--- config.mk ---
export PLATFORM = sky130hd
export DESIGN_NAME = dds_dual_lane
export DESIGN_NICKNAME = d
export VERILOG_FILES = /design/src/rtl/dds_pkg.sv /design/src/rtl/dds_phase_gen.sv /design/src/rtl/dds_sample_align.sv /design/src/rtl/dds_dual_lane.sv
export SDC_FILE = /design/constraint.sdc
export NUM_CORES = 1
export LEC_CHECK = 0
export BUFFER_PORTS_ARGS = -buffer_cell sky130_fd_sc_hd__buf_4
export CAP_MARGIN = 0
export CORE_AREA = 10 10 124 126
export CTS_CLUSTER_SIZE = 30
export DETAILED_ROUTE_END_ITERATION = 10
export DIE_AREA = 0 0 134 136
export PLACE_DENSITY = 0.72
export SYNTH_ARGS = -nofsm -noshare
export SYNTH_HDL_FRONTEND = slang
export SYNTH_SLANG_ARGS = --single-unit
--- constraint.sdc ---
create_clock -name clk -period 7 [get_ports clk]
set_input_delay 1.4 -clock clk [delete_from_list [all_inputs] [get_ports clk]]
set_output_delay 1.4 -clock clk [all_outputs]
set_load 0.02 [all_outputs]
--- src/rtl/dds_pkg.sv ---
package dds_pkg;

    localparam int unsigned DEF_PHASE_W  = 32;
    localparam int unsigned DEF_ADDR_W   = 16;
    localparam int unsigned DEF_SAMPLE_W = 14;
    localparam int unsigned DEF_MEM_LAT  = 1;

    // Steering that travels with each read through the memory latency
    typedef struct packed {
        logic sel;    // slow mode: 1 = memory 1 supplies the sample
        logic slow;   // read was issued in slow mode
        logic vld;    // read belongs to a running stream
    } rd_ctrl_t;

endpackage

--- src/rtl/dds_phase_gen.sv ---
module dds_phase_gen
    import dds_pkg::*;
#(
    parameter int unsigned PHASE_W = DEF_PHASE_W,
    parameter int unsigned ADDR_W  = DEF_ADDR_W
) (
    input  logic               clk,
    input  logic               rst,
    input  logic [PHASE_W-1:0] ftw,
    input  logic               slow,
    output logic [ADDR_W-1:0]  addr0,
    output logic [ADDR_W-1:0]  addr1,
    output rd_ctrl_t           ctrl
);

    localparam int unsigned IDX_W   = ADDR_W + 1;
    localparam int unsigned SH_FAST = PHASE_W - ADDR_W;
    localparam int unsigned SH_SLOW = PHASE_W - IDX_W;

    typedef struct packed {
        logic [PHASE_W-1:0] acc;
        logic [ADDR_W-1:0]  a0;
        logic [ADDR_W-1:0]  a1;
        rd_ctrl_t           ctrl;
    } pg_state_t;

    pg_state_t          st_d, st_q;
    logic [PHASE_W-1:0] step_d;
    logic [IDX_W-1:0]   idx_d;

    always_comb begin
        st_d   = st_q;
        idx_d  = '0;
        step_d = slow ? ftw : (ftw << 1);
        st_d.acc       = st_q.acc + step_d;
        st_d.ctrl.vld  = 1'b1;
        st_d.ctrl.slow = slow;
        if (slow) begin
            idx_d         = IDX_W'(st_q.acc >> SH_SLOW);
            st_d.a0       = idx_d[ADDR_W-1:0];
            st_d.a1       = idx_d[ADDR_W-1:0];
            st_d.ctrl.sel = idx_d[ADDR_W];
        end else begin
            st_d.a0       = ADDR_W'(st_q.acc >> SH_FAST);
            st_d.a1       = ADDR_W'((st_q.acc + ftw) >> SH_FAST);
            st_d.ctrl.sel = 1'b0;
        end
        if (rst) begin
            st_d = '0;
        end
    end

    always_ff @(posedge clk) begin
        st_q <= st_d;
    end

    assign addr0 = st_q.a0;
    assign addr1 = st_q.a1;
    assign ctrl  = st_q.ctrl;

    // reset leaves the accumulator and the address stage empty
    a_r1_reset_clears: assert property (@(posedge clk)
        rst |=> (st_q.acc == '0 && st_q.a0 == '0 && st_q.a1 == '0 && !st_q.ctrl.vld));

    // fast mode steps the phase by twice the tuning word
    a_r3_fast_step: assert property (@(posedge clk) disable iff (rst)
        !slow |=> (st_q.acc == $past(st_q.acc) + ($past(ftw) << 1)));

    // slow mode steps the phase by the tuning word once
    a_r5_slow_step: assert property (@(posedge clk) disable iff (rst)
        slow |=> (st_q.acc == $past(st_q.acc) + $past(ftw)));

    // in slow mode both memories receive the same index
    a_r5_slow_same_addr: assert property (@(posedge clk) disable iff (rst)
        st_q.ctrl.slow |-> (addr0 == addr1));

endmodule

--- src/rtl/dds_sample_align.sv ---
module dds_sample_align
    import dds_pkg::*;
#(
    parameter int unsigned SAMPLE_W = DEF_SAMPLE_W,
    parameter int unsigned MEM_LAT  = DEF_MEM_LAT
) (
    input  logic                clk,
    input  logic                rst,
    input  rd_ctrl_t            ctrl_in,
    input  logic [SAMPLE_W-1:0] d0,
    input  logic [SAMPLE_W-1:0] d1,
    output logic [SAMPLE_W-1:0] even,
    output logic [SAMPLE_W-1:0] odd,
    output logic                valid
);

    localparam int unsigned DEPTH = (MEM_LAT < 1) ? 1 : MEM_LAT;

    typedef struct packed {
        rd_ctrl_t [DEPTH-1:0] pipe;
        logic [SAMPLE_W-1:0]  even;
        logic [SAMPLE_W-1:0]  odd;
        logic                 valid;
        logic                 slow;
    } al_state_t;

    al_state_t           st_d, st_q;
    rd_ctrl_t            head_d;
    logic [SAMPLE_W-1:0] pick_d;

    always_comb begin
        st_d = st_q;
        st_d.pipe[0] = ctrl_in;
        for (int i = 1; i < int'(DEPTH); i++) begin
            st_d.pipe[i] = st_q.pipe[i-1];
        end
        head_d = st_q.pipe[DEPTH-1];
        pick_d = head_d.sel ? d1 : d0;
        if (head_d.slow) begin
            st_d.even = pick_d;
            st_d.odd  = pick_d;
        end else begin
            st_d.even = d0;
            st_d.odd  = d1;
        end
        st_d.valid = head_d.vld;
        st_d.slow  = head_d.slow;
        if (rst) begin
            st_d = '0;
        end
    end

    always_ff @(posedge clk) begin
        st_q <= st_d;
    end

    assign even  = st_q.even;
    assign odd   = st_q.odd;
    assign valid = st_q.valid;

    // valid is low right after any reset edge
    a_r2_valid_low_after_reset: assert property (@(posedge clk)
        rst |=> !st_q.valid);

    // once up, valid stays up until reset
    a_r2_valid_sticky: assert property (@(posedge clk) disable iff (rst)
        st_q.valid |=> st_q.valid);

    // a slow-mode sample occupies both slots
    a_r6_slow_pair_equal: assert property (@(posedge clk) disable iff (rst)
        (st_q.valid && st_q.slow) |-> (st_q.even == st_q.odd));

endmodule

--- src/rtl/dds_dual_lane.sv ---
module dds_dual_lane
    import dds_pkg::*;
#(
    parameter int unsigned PHASE_W  = DEF_PHASE_W,
    parameter int unsigned ADDR_W   = DEF_ADDR_W,
    parameter int unsigned SAMPLE_W = DEF_SAMPLE_W,
    parameter int unsigned MEM_LAT  = DEF_MEM_LAT
) (
    input  logic                clk,
    input  logic                rst,
    input  logic [PHASE_W-1:0]  ftw,
    input  logic                slow_mode,
    output logic [ADDR_W-1:0]   mem0_addr,
    input  logic [SAMPLE_W-1:0] mem0_rdata,
    output logic [ADDR_W-1:0]   mem1_addr,
    input  logic [SAMPLE_W-1:0] mem1_rdata,
    output logic [SAMPLE_W-1:0] out_even,
    output logic [SAMPLE_W-1:0] out_odd,
    output logic                out_valid
);

    rd_ctrl_t issue_ctrl;

    dds_phase_gen #(
        .PHASE_W (PHASE_W),
        .ADDR_W  (ADDR_W)
    ) u_phase (
        .clk   (clk),
        .rst   (rst),
        .ftw   (ftw),
        .slow  (slow_mode),
        .addr0 (mem0_addr),
        .addr1 (mem1_addr),
        .ctrl  (issue_ctrl)
    );

    dds_sample_align #(
        .SAMPLE_W (SAMPLE_W),
        .MEM_LAT  (MEM_LAT)
    ) u_align (
        .clk     (clk),
        .rst     (rst),
        .ctrl_in (issue_ctrl),
        .d0      (mem0_rdata),
        .d1      (mem1_rdata),
        .even    (out_even),
        .odd     (out_odd),
        .valid   (out_valid)
    );

    // no valid pair can leave while the address stage is still empty
    a_r2_no_valid_before_issue: assert property (@(posedge clk) disable iff (rst)
        !issue_ctrl.vld |=> !out_valid);

endmodule

==> flow_summary.yaml, run 1 <==
worst_setup_path:
  cp.depth: 12
  crit_fanout: 59
  worstPathArrival_ps: 4930
  timing.rr.end: "u_phase.st_q[65]"
  slowest_delay_ps: 550
  path_delay_family: "compound AO/OA/AOI/OAI gates"
  timing.reg2reg.worst_path_depth: 11
  crit_buf_inv: 1
  reg2reg_slack_ps: 3880
  path_class: "in2reg"
  crit_end: "u_phase.st_q[65]"
  reg2reg_from: "u_phase.st_q[35]"
  cp_slowest_cell: "buf_4"
  startpoint: "slow_mode"
  critical_path_required_ps: 7240
  worstSetupStartpointType: "input port"
  endpoint_kind: "register"
  worstPathCellList: "buf_4, mux2_2, fa_1, a21oi_1, o21ai_1, a21oi_1, o21ai_1, o211ai_2, a21oi_1, o41ai_2, o21ai_1, mux2_2"
clock_network:
  htree_levels: 3
  root_buffer: "clkbuf_16"
  clock_sinks: 99
  cts_tree: "built"
  hold_buffers: 0
  cts_buffers: 9
  postCtsResizedCells: 0
  clkLatencyLatePin_ps: 350
  clockBufferDepth: 2
  clkTransAtPathRegs_ps: 70
  post_cts_buffers: 0
logic_synthesis:
  synth-seq-cells: 99
  synth_edf_count: 0
  yosys_warnings: 0
  synth_area_mm2: 0.00629
  synthTopCellsByArea: "dfxtp_1 32%, ha_1 12%, nand2_1 5.8%, mux2_2 5.7%, a21oi_1 5.7%"
  syn-num-nets: 870
  yosysUniqueCellTypes: 51
  yosysTopAreaCell: "dfxtp_1"
  synthFlopType: "dfxtp_1"
  async_reset_ff_frac: 0
  syn_inst: 745
  syn-mean-instance-area_um2: 8.44
  ys_seq_area_frac: 0.315
  synth_top_area_share: 0.315
place:
  portBuffers: 123
  dp_cells: 982
  dp_hpwl_mm: 12.8
  routabilityCongestion: 0.900
drt:
  drt_iter0_markers: 235
  drt_wl_total_mm: 16.3
  detail-route-antenna-nets: 0
  first_pass_iters: 5
  wl_per_cell_um: 16.4
  drc: 0
  vias_per_cell: 5.51
  num_vias: 5500
min_path:
  hold_class: "reg2reg"
sta:
  layout_min_cycle_time_ps: 4680
  fin_setup_tns_ps: 0
  drv_slew: 0
  worstMarginPinSlew_ps: 982
  maxSlewHeadroom: 0.344
  finalHoldViolCount: 0
  report.final.setup_viol: 0
  skew_ps: 3.79
  min_period_over_period: 0.669
  fmax_mhz: 214
  rsz0062_at_grt: "no"
final_layout:
  drive_gt1_frac: 0.218
  num_antenna_cells: 0
  final_cell_count_no_fill: 998
  n_fill_cell: 1151
  syn_to_final_growth_pct: 17.7
  nets: 942
  regArea_mm2: 0.00198
  utilization: 0.570
  multiInputGateArea_mm2: 0.00393
run:
  cap_violations: 0
floorplan:
  rows: 42
  die-area_mm2: 0.0182
  dieWidth_um: 134
  pin_count: 124
  start_util: 0.484
  core_area_mm2: 0.0130
  die_h_um: 136
grt:
  globalRouteTotalUtil: 0.174
  grt_overflow: 0
  grt_pass1_wl_mm: 26.3
  grt_max_degree: 91
  grt_pass1_vias: 5357
  grt_antenna_before_repair: 0
power:
  p_leak_uw: 0.00356
  vdd_drop_max_uv: 138
  power-per-cell-area_mw_per_mm2: 378
status:
  status: "finished, final reports clean"
==> worst min path at each step <==
stage,cells past startpoint,to,slack (ps),from
2_1_floorplan,1,u_align.head_d[0],410,u_phase.ctrl[0]
3_3_place_gp,1,u_align.head_d[0],420,u_phase.ctrl[0]
3_5_place_dp,1,u_align.head_d[2],420,u_phase.ctrl[2]
4_1_cts,1,u_align.head_d[0],440,u_phase.ctrl[0]
5_1_grt,1,u_align.head_d[0],450,u_phase.ctrl[0]
6_report,1,u_align.head_d[0],440,u_phase.ctrl[0]
==> cell usage in the layout (no fill, tap or decap), drive strengths merged, types with 8 or more instances in the layout <==
cell type / netlist / layout
a21o: 39 / 39
a21oi: 74 / 74
buf: 42 / 123
clkbuf: 20 / 9
dfxtp: 99 / 99
ha: 61 / 61
inv: 7 / 10
mux2: 32 / 32
mux2i: 16 / 16
nand2: 97 / 97
nand2b: 10 / 10
nand3: 12 / 12
nor2: 63 / 63
nor2b: 14 / 14
o21ai: 38 / 38
o21bai: 8 / 8
xnor2: 24 / 24
xor2: 17 / 17
==> worst register-to-register path, cell delays in order (launching register included) <==
cell and delay [ps]:
dfxtp_1 320, ha_1 220, fa_1 410, a21oi_1 220
o21ai_1 140, a21oi_1 260, o21ai_1 200, o211ai_2 290
a21oi_1 140, o41ai_2 420, o21ai_1 110, mux2_2 270
==> metal layers <==
metal	part of all wire	vias up	GRT usage	wire (um)
li1	-	2735	-	-
met1	0.45	2539	0.222	7430
met2	0.46	207	0.285	7470
met3	0.070	19	0.0395	1150
met4	0.017	0	0.0568	279
met5	0	-	0	0
==> per-stage QoR <==
step / setup slack (ps) / cell area (um^2) / hold slack, ps / power (uW)
5_1_grt: 2150 / 7400 / 452 / 3010
3_3_place_gp: 2080 / 7080 / 419 / 2240
6_report: 2320 / 7400 / 437 / 2800
2_1_floorplan: 2550 / 6290 / 414 / 1950
4_1_cts: 2400 / 7400 / 439 / 2800
3_5_place_dp: 2040 / 7080 / 423 / 2260
==> logic make-up (layout without fill, tap and decap cells) <==
kind of cell / count (synthesis) / count (layout) / synth area share
AND/OR/NAND/NOR: 227 / 227 / 0.160
adder cells (fa/ha/maj): 62 / 62 / 0.125
multiplexers: 48 / 48 / 0.0828
flip-flops: 99 / 99 / 0.315
AO/OA/AOI/OAI: 199 / 199 / 0.200
XOR/XNOR: 41 / 41 / 0.0571
buffers and inverters: 69 / 146 / 0.0603
==> sequential cells by signal, summed over array words and instances (netlist names) <==
register        flops
u_phase.addr1      16
u_phase.st_q       32
u_align.even       14
u_phase.ctrl        3
u_align.odd        14
u_align.head_d      3
u_align.valid       1
u_phase.addr0      16
==> power breakdown <==
| part | internal, uW | switching [uW] | leakage (uW) | total [uW] |
|---|---|---|---|---|
| logic | 646 | 795 | 0.00258 | 1440 |
| registers | 712 | 115 | 0.000822 | 827 |
| clock network | 288 | 240 | 0.000154 | 528 |
| total | 1650 | 1150 | 0.00356 | 2800 |
==> area by class of cell <==
class                      instances  area share
clock inverter                     7      0.0130
sequential                        99       0.268
inverter                           7     0.00355
tap                              176      0.0298
clock buffer                       9      0.0304
multi-input combinational        577       0.531
timing repair buffer             123       0.125
==> cells in the mapped netlist (all sizes together) (2+ instances only) <==
cell / number
a41oi: 2
xnor2: 24
a211o: 4
or3: 4
o22ai: 2
a211oi: 6
dfxtp: 99
buf: 42
ha: 61
and2: 6
nor2b: 14
nor2: 63
nand2: 97
and3: 6
mux2: 32
o21ai: 38
xor2: 17
o211a: 2
nand2b: 10
o21a: 6
nand3: 12
nor3: 5
nand4: 5
clkbuf: 20
o21bai: 8
a31oi: 6
a21oi: 74
mux2i: 16
inv: 7
a21o: 39
o211ai: 3
or2: 2
Note: power is estimated with default switching activity, not from simulation.
==> run 2: changes to the inputs <==
--- a/config.mk
+++ b/config.mk
@@ -5,13 +5,14 @@
 export SDC_FILE = /design/constraint.sdc
 export NUM_CORES = 1
 export LEC_CHECK = 0
+export ABC_AREA = 1
 export BUFFER_PORTS_ARGS = -buffer_cell sky130_fd_sc_hd__buf_4
 export CAP_MARGIN = 0
-export CORE_AREA = 10 10 124 126
+export CORE_AREA = 10 10 136 138
 export CTS_CLUSTER_SIZE = 30
 export DETAILED_ROUTE_END_ITERATION = 10
-export DIE_AREA = 0 0 134 136
-export PLACE_DENSITY = 0.72
+export DIE_AREA = 0 0 146 148
+export PLACE_DENSITY = 0.71
 export SYNTH_ARGS = -nofsm -noshare
 export SYNTH_HDL_FRONTEND = slang
 export SYNTH_SLANG_ARGS = --single-unit
==> constraint.sdc (replaced) <==
create_clock -name clk -period 4.9 [get_ports clk]
set_input_delay 0.98 -clock clk [delete_from_list [all_inputs] [get_ports clk]]
set_output_delay 0.98 -clock clk [all_outputs]
set_load 0.02 [all_outputs]
==> run 2 against run 1 <==
- synthesized cell count is 77% higher
- die area is 19% higher
- via count is 50% higher
- global-route usage is 3.7 points higher
- critical path type unchanged
- largest power group unchanged
- highest routed layer unchanged
==> flow_summary.yaml, run 2 <==
status:
  status: "finished, final reports clean"
clock_network:
  hold_buffers: 0
  htree_levels: 3
  clkLatencyLatePin_ps: 370
  post_cts_buffers: 0
  clkTransAtPathRegs_ps: 80
  cts_tree: "built"
  postCtsResizedCells: 0
  cts_buffers: 9
  clockBufferDepth: 2
  root_buffer: "clkbuf_16"
  clock_sinks: 99
worst_setup_path:
  endpoint_kind: "register"
  startpoint: "slow_mode"
  timing.rr.end: "u_phase.st_q[63]"
  slowest_delay_ps: 530
  timing.reg2reg.worst_path_depth: 14
  worstSetupStartpointType: "input port"
  reg2reg_from: "u_phase.st_q[35]"
  worstPathCellList: "buf_4, inv_2, nand2_1, nand2_1, fa_1, nand2_1, nand2_1, o21ai_2, clkinv_1, nand2_1, nand2_2, nand2_1, nand2_2, nand3b_1, nand3_1, nand2_1, nor2_1"
  crit_fanout: 65
  cp_slowest_cell: "inv_2"
  worstPathArrival_ps: 3740
  path_delay_family: "simple AND/OR/NAND/NOR gates"
  reg2reg_slack_ps: 2740
  path_class: "in2reg"
  critical_path_required_ps: 5160
  crit_buf_inv: 3
  crit_path_frequent_cell: "nand2_1"
final_layout:
  final_common_cell: "nand2_1"
  drive_gt1_frac: 0.132
  syn_to_final_growth_pct: 15.0
  finalInstanceArea_mm2: 0.00898
  layout_common_cells: "474 x nand2_1, 160 x inv_1, 137 x nor2_1"
  largest_register_ff_count: 32
  num_antenna_cells: 0
  nets: 1519
  regMostFlops: "u_phase.st_q"
  utilization: 0.572
sta:
  skew_ps: 19.1
  min_period_over_period: 0.710
  rsz0062_at_grt: "no"
  maxSlewHeadroom: 0.309
  fmax_mhz: 288
  drv_slew: 0
  worstMarginPinSlew_ps: 1030
  report.final.setup_viol: 0
  fin_setup_tns_ps: 0
  finalHoldViolCount: 0
  timing.hold.ws_ps: 403
  layout_min_cycle_time_ps: 3480
power:
  clkPwrFrac: 0.178
  vdd_drop_max_uv: 208
  p_seq_frac: 0.274
  p_int_uw: 2150
  pwr-share-comb: 0.547
  p_leak_uw: 0.00486
  switching_power_uw: 2000
  p_sw_frac: 0.482
  power-per-cell-area_mw_per_mm2: 462
place:
  dp_hpwl_mm: 19.0
  dpl_cell_area_mm2: 0.00867
  routabilityCongestion: 0.996
  portBuffers: 123
floorplan:
  rows: 46
  die_h_um: 148
  pin_count: 124
  start_util: 0.497
  core_area_mm2: 0.0157
  dieWidth_um: 146
  die-area_mm2: 0.0216
logic_synthesis:
  ys_seq_area_frac: 0.254
  syn-mean-instance-area_um2: 5.92
  yosys_warnings: 0
  synth_edf_count: 0
  async_reset_ff_frac: 0
  synthTopCellsByArea: "dfxtp_1 25%, nand2_1 23%, ha_1 9.8%, a21oi_1 8.7%, inv_1 7.7%"
  synthFlopType: "dfxtp_1"
  yosys-top-cells-count: "474 x nand2_1, 161 x inv_1, 137 x nor2_1"
  yosysTopAreaCell: "dfxtp_1"
  syn_inst: 1319
  syn-num-nets: 1444
  yosysUniqueCellTypes: 37
  synth_most_common_cell: "nand2_1"
  synth_area_mm2: 0.00781
  synth-seq-cells: 99
  synth_top_area_share: 0.254
min_path:
  hp-start: "u_align.head_d[0]"
  timing.hold.worst_endpoint: "u_align.valid"
  hold_class: "reg2reg"
  min_path_cells: 2
drt:
  drt_wl_total_mm: 23.4
  num_vias: 8226
  wl_per_cell_um: 14.5
  first_pass_iters: 5
  drc: 0
  vias_per_cell: 5.09
  drt_iter0_markers: 636
  detail-route-antenna-nets: 0
grt:
  grt_overflow: 0
  grt_antenna_before_repair: 0
  grt_max_degree: 71
  grt_pass1_wl_mm: 37.5
  grt_pass1_vias: 7481
  globalRouteTotalUtil: 0.211
run:
  cap_violations: 0
-- run 2: changes by cell type in the layout (fill, tap and decap cells not counted), sizes merged, moves of 32 or more --
| cell | previous run | this run |
|---|---|---|
| a21o | 39 | 2 |
| a21oi | 74 | 139 |
| inv | 10 | 171 |
| mux2 | 32 | 0 |
| nand2 | 97 | 482 |
| nand3 | 12 | 57 |
| nor2 | 63 | 148 |
-- run 2: power groups by stage --
stage	combinational, uW	sequential, uW	clock [uW]
finish	2270	1140	741
detailed placement	2240	1150	0
global route	2580	1150	790
global placement	2220	1150	0
CTS	2250	1130	759
floorplan	1720	1100	0
-- run 2: area by class of cell --
cell class | instances | area, um^2
Fill cell | 1572 | 6730
Multi-Input combinational cell | 989 | 4840
Timing Repair Buffer | 125 | 938
Sequential cell | 99 | 1980
Clock inverter | 7 | 93.8
Clock buffer | 9 | 225
Tap cell | 216 | 270
Inverter | 170 | 638
-- run 2: stage by stage --
step                      setup slack, ps  total power (uW)  cells
after global routing                 1110              4520   1615
after CTS                            1500              4140   1615
after detailed placement             1120              3390   1599
final                                1420              4160   1615
after global placement               1150              3370   1599
after floorplan                      1890              2810   1319
-- run 2: logic make-up after synthesis --
| family | after synthesis | share of synthesized area |
|---|---|---|
| xor+xnor | 2 | 0.00224 |
| compound gates | 211 | 0.144 |
| fa+ha+maj | 62 | 0.100 |
| buf+inv | 231 | 0.127 |
| simple gates | 714 | 0.373 |
| flops | 99 | 0.254 |
-- run 2: metal layers --
layer	GRT usage	vias up	share of wire
met5	0	-	0
met4	0.0701	0	0.023
met3	0.0375	29	0.070
met2	0.343	291	0.45
met1	0.276	3632	0.46
li1	-	4274	-
-- run 2: worst max-delay path by stage --
stage | end | cells after the start
after floorplan | u_phase.st_q[63] | 18
after global placement | u_phase.st_q[63] | 17
after detailed placement | u_phase.st_q[63] | 17
after CTS | u_phase.st_q[63] | 17
after global routing | u_phase.st_q[63] | 17
final | u_phase.st_q[63] | 17
-- run 2: worst register-to-register path, cell delays in order (launching register included) --
cell and delay [ps]:
dfxtp_1 310, ha_1 260, fa_1 430, nand2_1 110
nand2_1 70, o21ai_2 90, clkinv_1 150, nand2_1 90
nand2_2 80, nand2_1 90, nand2_2 60, nand3b_1 120
nand3_1 80, nand2_1 70, nor2_1 50
